==> src/rtl/ptmr_pkg.sv <==
package ptmr_pkg;
  localparam int DATA_W      = 32;
  localparam int PRE_W       = 8;
  localparam int REGS_PER_CH = 3;
  localparam int OFS_CTRL    = 0;
  localparam int OFS_LOAD    = 1;
  localparam int OFS_COUNT   = 2;

  localparam int BIT_RUN     = 30;
  localparam int BIT_IE      = 29;
  localparam int BIT_MODE_HI = 28;
  localparam int BIT_MODE_LO = 27;

  localparam logic [1:0] MODE_ONESHOT  = 2'b00;
  localparam logic [1:0] MODE_PERIODIC = 2'b01;
endpackage

==> src/rtl/ptmr_prescaler.sv <==
module ptmr_prescaler #(
  parameter int PRE_W = 8
) (
  input  logic             clk_i,
  input  logic             rst_ni,
  input  logic             run_i,
  input  logic             restart_i,
  input  logic [PRE_W-1:0] div_i,
  output logic             tick_o
);
  logic [PRE_W-1:0] phase_q;
  logic             at_end;

  assign at_end = (phase_q == div_i);
  assign tick_o = run_i & ~restart_i & at_end;

  always_ff @(posedge clk_i or negedge rst_ni) begin
    if (!rst_ni)        phase_q <= '0;
    else if (restart_i) phase_q <= '0;
    else if (run_i)     phase_q <= at_end ? '0 : phase_q + PRE_W'(1);
  end

  // phase never passes the divider while running
  assert_phase_bound_R3: assert property (@(posedge clk_i) disable iff (!rst_ni)
    run_i && !restart_i |-> phase_q <= div_i);
endmodule

==> src/rtl/ptmr_channel.sv <==
module ptmr_channel
  import ptmr_pkg::*;
#(
  parameter int CNT_W = DATA_W,
  parameter int PW    = PRE_W
) (
  input  logic              clk_i,
  input  logic              rst_ni,
  input  logic              ctrl_we_i,
  input  logic              load_we_i,
  input  logic [DATA_W-1:0] wdata_i,
  output logic [DATA_W-1:0] ctrl_o,
  output logic [CNT_W-1:0]  load_o,
  output logic [CNT_W-1:0]  count_o,
  output logic              expire_o,
  output logic              irq_en_o
);
  logic             run_q, ie_q;
  logic [1:0]       mode_q;
  logic [PW-1:0]    presc_q;
  logic [CNT_W-1:0] load_q, count_q;
  logic             tick, last, periodic;

  ptmr_prescaler #(.PRE_W(PW)) u_presc (
    .clk_i    (clk_i),
    .rst_ni   (rst_ni),
    .run_i    (run_q),
    .restart_i(ctrl_we_i),
    .div_i    (presc_q),
    .tick_o   (tick)
  );

  assign last     = (count_q <= CNT_W'(1));
  assign periodic = (mode_q == MODE_PERIODIC);
  assign expire_o = tick & last;

  always_ff @(posedge clk_i or negedge rst_ni) begin
    if (!rst_ni) load_q <= '0;
    else if (load_we_i) load_q <= wdata_i[CNT_W-1:0];
  end

  always_ff @(posedge clk_i or negedge rst_ni) begin
    if (!rst_ni) begin
      run_q   <= 1'b0;
      ie_q    <= 1'b0;
      mode_q  <= MODE_ONESHOT;
      presc_q <= '0;
      count_q <= '0;
    end else if (ctrl_we_i) begin
      run_q   <= wdata_i[BIT_RUN];
      ie_q    <= wdata_i[BIT_IE];
      mode_q  <= wdata_i[BIT_MODE_HI:BIT_MODE_LO];
      presc_q <= wdata_i[PW-1:0];
      if (wdata_i[BIT_RUN]) count_q <= load_q;
    end else if (tick) begin
      if (!last) begin
        count_q <= count_q - CNT_W'(1);
      end else if (periodic) begin
        count_q <= load_q;
      end else begin
        count_q <= '0;
        run_q   <= 1'b0;
      end
    end
  end

  always_comb begin
    ctrl_o = '0;
    ctrl_o[BIT_RUN] = run_q;
    ctrl_o[BIT_IE]  = ie_q;
    ctrl_o[BIT_MODE_HI:BIT_MODE_LO] = mode_q;
    ctrl_o[PW-1:0]  = presc_q;
  end

  assign load_o   = load_q;
  assign count_o  = count_q;
  assign irq_en_o = ie_q;

  assert_start_loads_R4: assert property (@(posedge clk_i) disable iff (!rst_ni)
    ctrl_we_i && wdata_i[BIT_RUN] |=> count_q == $past(load_q));
  assert_step_only_on_tick_R3: assert property (@(posedge clk_i) disable iff (!rst_ni)
    !tick && !ctrl_we_i |=> $stable(count_q));
  assert_oneshot_halt_R5: assert property (@(posedge clk_i) disable iff (!rst_ni)
    expire_o && !periodic && !ctrl_we_i |=> !run_q && count_q == '0);
  assert_periodic_reload_R6: assert property (@(posedge clk_i) disable iff (!rst_ni)
    expire_o && periodic && !ctrl_we_i |=> run_q && count_q == $past(load_q));
  assert_stopped_holds_R9: assert property (@(posedge clk_i) disable iff (!rst_ni)
    !run_q && !ctrl_we_i |=> $stable(count_q));
endmodule

==> src/rtl/ptmr_top.sv <==
module ptmr_top
  import ptmr_pkg::*;
#(
  parameter int N_CH = 2
) (
  input  logic              clk_i,
  input  logic              rst_ni,
  input  logic [2:0]        addr_i,
  input  logic              we_i,
  input  logic [DATA_W-1:0] wdata_i,
  output logic [DATA_W-1:0] rdata_o,
  output logic [N_CH-1:0]   irq_o
);
  localparam int ADDR_W      = 3;
  localparam int STATUS_ADDR = REGS_PER_CH * N_CH;

  logic [DATA_W-1:0] ctrl_rd  [N_CH];
  logic [DATA_W-1:0] load_rd  [N_CH];
  logic [DATA_W-1:0] count_rd [N_CH];
  logic [N_CH-1:0]   expire, irq_en, flag_q, clr;
  logic              status_we;

  assign status_we = we_i && (addr_i == ADDR_W'(STATUS_ADDR));

  for (genvar i = 0; i < N_CH; i++) begin : g_ch
    logic ctrl_we, load_we;
    assign ctrl_we = we_i && (addr_i == ADDR_W'(REGS_PER_CH*i + OFS_CTRL));
    assign load_we = we_i && (addr_i == ADDR_W'(REGS_PER_CH*i + OFS_LOAD));

    ptmr_channel u_ch (
      .clk_i    (clk_i),
      .rst_ni   (rst_ni),
      .ctrl_we_i(ctrl_we),
      .load_we_i(load_we),
      .wdata_i  (wdata_i),
      .ctrl_o   (ctrl_rd[i]),
      .load_o   (load_rd[i]),
      .count_o  (count_rd[i]),
      .expire_o (expire[i]),
      .irq_en_o (irq_en[i])
    );

    assign clr[i]   = status_we & wdata_i[i];
    assign irq_o[i] = flag_q[i] & irq_en[i];

    assert_flag_on_expire_R7: assert property (@(posedge clk_i) disable iff (!rst_ni)
      expire[i] |=> flag_q[i]);
    assert_flag_rise_cause_R7: assert property (@(posedge clk_i) disable iff (!rst_ni)
      $rose(flag_q[i]) |-> $past(expire[i]));
    assert_flag_clear_R7: assert property (@(posedge clk_i) disable iff (!rst_ni)
      clr[i] && !expire[i] |=> !flag_q[i]);
  end

  // new expiry takes priority over a clear in the same cycle
  always_ff @(posedge clk_i or negedge rst_ni) begin
    if (!rst_ni) flag_q <= '0;
    else         flag_q <= expire | (flag_q & ~clr);
  end

  always_comb begin
    rdata_o = '0;
    for (int i = 0; i < N_CH; i++) begin
      if (addr_i == ADDR_W'(REGS_PER_CH*i + OFS_CTRL))  rdata_o = ctrl_rd[i];
      if (addr_i == ADDR_W'(REGS_PER_CH*i + OFS_LOAD))  rdata_o = load_rd[i];
      if (addr_i == ADDR_W'(REGS_PER_CH*i + OFS_COUNT)) rdata_o = count_rd[i];
    end
    if (addr_i == ADDR_W'(STATUS_ADDR)) rdata_o = DATA_W'(flag_q);
  end
endmodule

==> config.mk <==
export PLATFORM = sky130hd
export DESIGN_NAME = ptmr_top
export DESIGN_NICKNAME = d
export VERILOG_FILES = /design/src/rtl/ptmr_pkg.sv /design/src/rtl/ptmr_prescaler.sv /design/src/rtl/ptmr_channel.sv /design/src/rtl/ptmr_top.sv
export SDC_FILE = /design/constraint.sdc
export NUM_CORES = 1
export LEC_CHECK = 0
export ABC_AREA = 1
export CAP_MARGIN = 5
export CORE_UTILIZATION = 60
export CTS_CLUSTER_DIAMETER = 200
export DETAILED_ROUTE_END_ITERATION = 8
export PLACE_DENSITY = 0.79
export SYNTH_ARGS = -nofsm -noshare
export SYNTH_HDL_FRONTEND = slang
export SYNTH_SLANG_ARGS = --single-unit
==> constraint.sdc <==
create_clock -name clk_i -period 2.3 [get_ports clk_i]
set_input_delay 0.46 -clock clk_i [delete_from_list [all_inputs] [get_ports clk_i]]
set_output_delay 0.46 -clock clk_i [all_outputs]
set_load 0.005 [all_outputs]
==> parameters.txt, run 1 <==
Parameter                              Value

Floorplanning
  Horizontal die dimension ... 136 um
  Initial Utilization ... 61.8%
  Die area ... 0.0185 mm^2
  Core Box Area ... 0.0174 mm^2
  Placement row count ... 48
  Die Y-Extent ... 136 um
  Total I/O pin count ... 72

Power
  Total power per unit cell area ... 872 mW/mm^2
  Leakage ... 6.66 nW
  Worst vdd rail ir drop ... 0.912 mV

Placement
  Minimum setup slack after placement ... -644 ps
  Total cell area at the placement stage ... 0.0123 mm^2
  GPL Wtd Cong ... 0.975
  Number of buffers inserted by port buffering ... 71
  Placed Instances ... 1879
  Post-detail-place hpwl ... 25700 um

Synth
  Sequential area share after synthesis ... 39.5%
  Simple logic cell fraction of the synthesized area ... 33.9%
  Combined area of all synthesized cells ... 0.0108 mm^2
  Adder and majority cell fraction of the synthesized area ... 0.698%
  Library cell occupying the most area in the post-synthesis netlist ... dfrtp_1
  Cell types occupying the most area after synthesis ... dfrtp_1, nand2_1, nor2_1, nand3_1, inv_1
  Largest family of logic cells by synthesized area ... simple AND/OR/NAND/NOR gates
  Area share of the largest cell type after synthesis ... 39.5%
  Cell count after synthesis ... 1565
  Share of the synthesized area in compound gates (AO/OA/AOI/OAI) ... 13.6%
  Number of distinct library cells after synthesis ... 42
  Number of nets produced by synthesis ... 1609
  Mux cell area share after synthesis ... 0%
  XOR/XNOR Fraction of Synth Area ... 2.77%
  FF+latch count, synth ... 170
  Post-Synthesis Mean Instance Area ... 6.87 um^2
  Ys Warns ... 0

Detailed routing
  Post-DR wirelength/cell ... 18.5 um
  Via total after detailed routing ... 11300
  Length of routed wiring on met1 ... 14100 um
  Post-route ant nets ... 0
  Number of vias per cell ... 5.86
  DRT Wirelength ... 35700 um
  Uppermost layer routed ... met4
  Number of design-rule violations left by the first detailed-router iteration ... 1339
  Detailed-route DRC error count ... 0
  First-pass iteration count of the detailed router ... 9
  Total length of routed met3 wires ... 2740 um
  WL met2 ... 16900 um

Job
  Max Cap Viol ... 0

STA
  Setup repair after global routing missed its margin ... yes
  Worst setup slack after layout ... 7.15 ps
  Finish-stage setup viols ... 0
  Final setup TNS ... 0 ps
  Actual transition at the worst max-transition pin ... 519 ps
  Hold Violations, Final ... 0
  Count of pins over their slew limit ... 0
  Maximum clock frequency ... 0.436 GHz
  Post-route minimum period ... 2290 ps
  Relative max-transition margin ... 65.4%
  Final critical-path share of the clock period ... 99.7%
  Clock tree skew after final layout ... 10.8 ps

Final layout
  Count of nets after finishing ... 1734
  Design area ... 0.0131 mm^2
  Inserted Diodes ... 0
  Commonest cells after routing, fill and taps aside ... nand2_1, nor2_1, dfrtp_1
  Most common cell after layout, fill and taps aside ... nand2_1
  Footprint of the flip-flops and latches ... 0.00425 mm^2
  Cell Count, Final, Fillers Out ... 1928
  Layout overhead on the synthesized area ... 22.0%
  Multi-input combinational cell area ... 0.00566 mm^2
  FILL cells ... 1361
  Layout cells sized above 1 ... 13.9%

Global route
  Vias in the first global route ... 10300
  Maximum number of pins on one net before global-route repair ... 65
  GR Overflow Total ... 0
  All-Layer GR Usage ... 39.0%
  Number of antenna violations at the first check in global routing ... 0
  Wire length of the first global-routing pass ... 54400 um

Clock tree
  Level count of the clock H-tree ... 4
  Clock-pin slew of the registers on the worst-case setup and hold paths ... 70 ps
  Skew-Pair Late Insertion Delay ... 440 ps
  Clock Tree Root ... clkbuf_16
  Number of clock sinks ... 170
  CTS tree ... done
  Buffers from clock root to sink, at most ... 2
  Number of buffers created by CTS ... 17

Setup path
  Cells traversed along the worst timing path ... buf_4, inv_4, buf_4, nand3_4, buf_4, o22ai_1, a22oi_1, dlygate4sd2_1
  Maximum net fanout on the critical path ... 10
  Arrival time worst endpoint ... 1830 ps
  Largest stage delay on the critical path ... 290 ps
  Worst-path cell with the longest stage delay ... dlygate4sd2_1
  Setup crit start kind ... input pin
  Worst Setup Path Type ... input pin to output pin
  Cell with the most instances on the worst path ... buf_4
  Required time of the worst setup path ... 1840 ps
  Critical Path End Type ... output pin

Run status
  Run status ... complete, no violations

Hold path
  HP Class ... flop to flop
## synth_stat cells, drive strengths merged
library cell	instances
nand2	487
nor2	211
inv	172
dfrtp	170
o21ai	160
nand3	129
a21oi	44
buf	41
clkbuf	23
xnor2	20
nand4	17
o22ai	17
xor2	14
a221oi	13
a22oi	11
o211ai	9
nor3	8
ha	6
and2	4
nand3b	2
o2111ai	2
a31oi	1
a32o	1
clkinv	1
nor4	1
o31ai	1
## sequential cells by signal (all words and copies together) (netlist names)
| register | count |
|---|---|
| flag_q | 2 |
| g_ch.u_ch.count_o | 64 |
| g_ch.u_ch.presc_q | 16 |
| g_ch.u_ch.irq_en_o | 2 |
| g_ch.u_ch.run_q | 2 |
| g_ch.u_ch.u_presc.phase_q | 16 |
| g_ch.u_ch.mode_q | 4 |
| g_ch.u_ch.load_o | 64 |
## per-layer routing
metal | vias up | global-route usage (%)
met2 | 583 | 63.5
met1 | 5299 | 49.6
met3 | 125 | 6.64
met4 | 0 | 21.0
met5 | - | 0
li1 | 5292 | -
## path summary, 6_finish.rpt
path / startpoint / endpoint / slack (ps) / cells after the start
setup / recovery: addr_i[2] / rdata_o[27] / 7 / 8
hold / removal: g_ch[0].u_ch.load_o[12] / g_ch[0].u_ch.load_o[12] / 500 / 2
max in group asynchronous: rst_ni / g_ch[0].u_ch.mode_q[1] / 1140 / 3
setup reg to reg: g_ch[1].u_ch.count_o[0] / g_ch[1].u_ch.count_o[26] / 180 / 12
hold reg to reg: g_ch[0].u_ch.load_o[12] / g_ch[0].u_ch.load_o[12] / 500 / 2
min in group asynchronous: rst_ni / g_ch[0].u_ch.count_o[21] / 530 / 2
## cell families after synthesis
family          after synthesis
simple gates                859
xor+xnor                     34
buf+inv                     237
fa+ha+maj                     6
flops                       170
compound gates              259
## through the flow
stage | util (%) | total power [mW] | hold slack [ps]
floorplan | - | 6.76 | 164
global placement | 70.6 | 8.06 | 444
detailed placement | 70.6 | 8.17 | 445
CTS | 75.1 | 11.3 | 491
global route | 75.4 | 12.1 | 521
finish | 75.4 | 11.4 | 497
## timing repair
item,4_1_cts,5_1_grt
gates cloned,1,0
buffers inserted,12,3
endpoints found under the hold margin,6,0
endpoints found under the setup margin,32,29
resized for setup,111,57
hold buffers,1,0
pin swaps,13,16
## critical path, delay by kind of cell
kind / cells / cell delay (ps)
buf+inv: 5 / 830
compound gates: 2 / 380
simple gates: 1 / 150
## final cells by class
| cell class | count | share of cell area, % |
|---|---|---|
| multi-input cells | 1158 | 43.1 |
| flip-flops and latches | 170 | 32.4 |
| repair buffers | 169 | 12.5 |
| inverters | 173 | 5.07 |
| clock buffers | 19 | 3.37 |
| well taps | 225 | 2.14 |
| clock inverters | 13 | 1.38 |
| repair inverters | 1 | 0.0572 |
## report_power, final
part | switching, mW | internal [mW] | leakage (nW) | total [mW]
logic | 2.30 | 1.44 | 4.20 | 3.74
registers | 0.914 | 3.67 | 2.16 | 4.59
clock network | 1.34 | 1.78 | 0.308 | 3.12
Power figures use the tool's default switching activity.
==> run 2, diff against run 1 <==
--- a/config.mk
+++ b/config.mk
@@ -10,6 +10,7 @@
 export CORE_UTILIZATION = 60
 export CTS_CLUSTER_DIAMETER = 200
 export DETAILED_ROUTE_END_ITERATION = 8
+export HOLD_SLACK_MARGIN = 0.08
 export PLACE_DENSITY = 0.79
 export SYNTH_ARGS = -nofsm -noshare
 export SYNTH_HDL_FRONTEND = slang
==> results of run 2 <==
Final layout, timing and power as in run 1 (identical DEF).
==> run 3, diff against run 2 <==
--- a/config.mk
+++ b/config.mk
@@ -5,13 +5,13 @@
 export SDC_FILE = /design/constraint.sdc
 export NUM_CORES = 1
 export LEC_CHECK = 0
-export ABC_AREA = 1
 export CAP_MARGIN = 5
-export CORE_UTILIZATION = 60
+export CORE_MARGIN = 2
+export CORE_UTILIZATION = 59
 export CTS_CLUSTER_DIAMETER = 200
 export DETAILED_ROUTE_END_ITERATION = 8
 export HOLD_SLACK_MARGIN = 0.08
-export PLACE_DENSITY = 0.79
+export PLACE_DENSITY = 0.78
 export SYNTH_ARGS = -nofsm -noshare
 export SYNTH_HDL_FRONTEND = slang
 export SYNTH_SLANG_ARGS = --single-unit
==> parameters.txt, run 3 <==
Parameter                              Value

Floorplanning
  Initial Utilization ... 60.5%
  Die Y-Extent ... 132 um
  Core Box Area ... 0.0159 mm^2
  Placement row count ... 46
  Die area ... 0.0173 mm^2
  Total I/O pin count ... 72
  Horizontal die dimension ... 132 um

STA
  Relative max-transition margin ... 53.4%
  Worst setup slack after layout ... -350 ps
  Setup repair after global routing missed its margin ... yes
  Hold Violations, Final ... 0
  Actual transition at the worst max-transition pin ... 698 ps
  Post-route minimum period ... 2650 ps
  Clock tree skew after final layout ... 13.2 ps
  Count of pins over their slew limit ... 0
  Maximum clock frequency ... 0.377 GHz
  Final critical-path share of the clock period ... 115%
  Finish-stage setup viols ... 82

Synth
  Synth async-reset ratio ... 100%
  Sequential area share after synthesis ... 44.2%
  Dominant cell by count in the synthesized netlist ... dfrtp_1
  Number of flops mapped to enable cells by yosys ... 0
  Post-Synthesis Mean Instance Area ... 9.54 um^2
  Cell types occupying the most area after synthesis ... dfrtp_1, mux2_2, nand2_1, o21ai_0, mux2i_1
  FF+latch count, synth ... 170
  Area share of the largest cell type after synthesis ... 44.2%
  Cell count after synthesis ... 1008
  Ys Warns ... 0
  Library cell occupying the most area in the post-synthesis netlist ... dfrtp_1
  Number of nets produced by synthesis ... 1052
  Synth top cells by count ... dfrtp_1, nand2_1, o21ai_0
  Combined area of all synthesized cells ... 0.00962 mm^2
  Number of distinct library cells after synthesis ... 63
  Flip-flop cell with the highest count after synthesis ... dfrtp_1

Detailed routing
  DRT Wirelength ... 43200 um
  Post-route ant nets ... 0
  Number of design-rule violations left by the first detailed-router iteration ... 1806
  Post-DR wirelength/cell ... 28.6 um
  Number of vias per cell ... 7.45
  First-pass iteration count of the detailed router ... 6
  Via total after detailed routing ... 11300
  Detailed-route DRC error count ... 0

Global route
  Busiest layer in global routing ... met2
  All-Layer GR Usage ... 40.5%
  Maximum number of pins on one net before global-route repair ... 56
  Met2 layer usage reported by global route ... 63.6%
  Global routing met3 resource utilization ... 8.26%
  Vias in the first global route ... 9705
  Number of antenna violations at the first check in global routing ... 2
  M1 GR Usage ... 55.1%
  GR Overflow Total ... 0
  Wire length of the first global-routing pass ... 54500 um

Power
  Leakage ... 6.19 nW
  Total power per unit cell area ... 900 mW/mm^2
  Worst vdd rail ir drop ... 0.913 mV

Clock tree
  Skew-Pair Late Insertion Delay ... 450 ps
  Buffers from clock root to sink, at most ... 2
  Clock Tree Root ... clkbuf_16
  Number of buffers created by CTS ... 17
  Clock-pin slew of the registers on the worst-case setup and hold paths ... 80 ps
  Number of clock sinks ... 170
  Level count of the clock H-tree ... 4
  CTS tree ... done

Setup path
  Arrival time worst endpoint ... 3000 ps
  Critical Path End Type ... flop
  Setup crit start kind ... flop
  Maximum net fanout on the critical path ... 5
  Required time of the worst setup path ... 2650 ps
  Worst R2R Path Depth ... 9
  Worst Setup Path Type ... flop to flop

Final layout
  FILL cells ... 691
  Core occupancy in the finished layout ... 87.6%
  Most common cell after layout, fill and taps aside ... buf_4
  Layout overhead on the synthesized area ... 44.6%
  Count of nets after finishing ... 1324
  Commonest cells after routing, fill and taps aside ... buf_4, dfrtp_1, nand2_1
  Layout cells sized above 1 ... 41.1%

Placement
  Number of buffers inserted by port buffering ... 71
  GPL Wtd Cong ... 0.962
  Minimum setup slack after placement ... -664 ps
  Post-detail-place hpwl ... 24200 um

Hold path
  HP Class ... flop to flop
  Hold-critical path depth ... 2

Run status
  Run status ... finished, violations left
  Failing checks ... negative setup slack

Job
  Max Cap Viol ... 0
run 3: critical path: stages, from the launching register on:
cell and delay (ps):
dfrtp_1 390, or4_4 550, buf_6 140, nor4_4 260, nand4_1 310, a21oi_4 400
buf_12 170, buf_8 120, nand2_2 60, o211ai_1 140
run 3: final timing paths:
| kind | startpoint | endpoint | slack, ps |
|---|---|---|---|
| max in group asynchronous | rst_ni | g_ch[0].u_ch.count_o[10] | 1040 |
| worst min register to register | flag_q[0] | flag_q[0] | 540 |
| worst min-delay path | flag_q[0] | flag_q[0] | 540 |
| min in group asynchronous | rst_ni | g_ch[1].u_ch.count_o[2] | 560 |
| worst max-delay path | g_ch[0].u_ch.count_o[31] | g_ch[0].u_ch.count_o[11] | -350 |
| worst max register to register | g_ch[0].u_ch.count_o[31] | g_ch[0].u_ch.count_o[11] | -350 |
run 3: kinds of logic after synthesis:
kind of cell,count (synthesis),synth area share [%]
compound gates,232,16.3
xor+xnor,20,1.82
fa+ha+maj,6,0.781
buf+inv,82,3.37
flops,170,44.2
mux,108,13.6
simple gates,390,19.9
run 3: area by class of cell:
class | count | area [um^2] | share of cell area (%)
Multi-Input combinational cell | 756 | 5830 | 41.9
Sequential cell | 170 | 4260 | 30.6
Timing Repair Buffer | 317 | 2880 | 20.7
Clock buffer | 18 | 429 | 3.09
Tap cell | 216 | 270 | 1.94
Clock inverter | 14 | 169 | 1.21
Inverter | 18 | 67.6 | 0.486
Antenna cell | 2 | 5.00 | 0.0360
run 3: what timing repair did:
action / CTS / global route
endpoints found under the setup margin: 88 / 96
buffers inserted: 20 / 25
endpoints found under the hold margin: 50 / 0
gates resized for setup: 151 / 204
pin swaps: 23 / 86
gates cloned: 1 / 5
hold buffers: 1 / 0
run 3: per-layer routing:
layer	routed length, um	vias to the layer above
met5	0	-
met4	3870	0
met3	6060	418
met2	19100	1211
met1	14200	5312
li1	-	4310
run 3: where the power goes:
group,internal [mW],switching [mW]
logic,2.30,2.71
clock network,1.72,1.34
registers,3.65,0.783
run 3: per-stage QoR:
stage                     hold WS, ps  TNS [ps]  cell area (um^2)  power, mW  cells
final                             537    -12140             13900       12.5   1511
after global routing              552    -16480             13900       12.8   1510
after CTS                         508     -1040             13100       11.3   1486
after detailed placement          462    -55050             12000       8.16   1436
after global placement            468    -46660             12000       8.01   1436
after floorplan                   164      -318              9670       6.17   1008
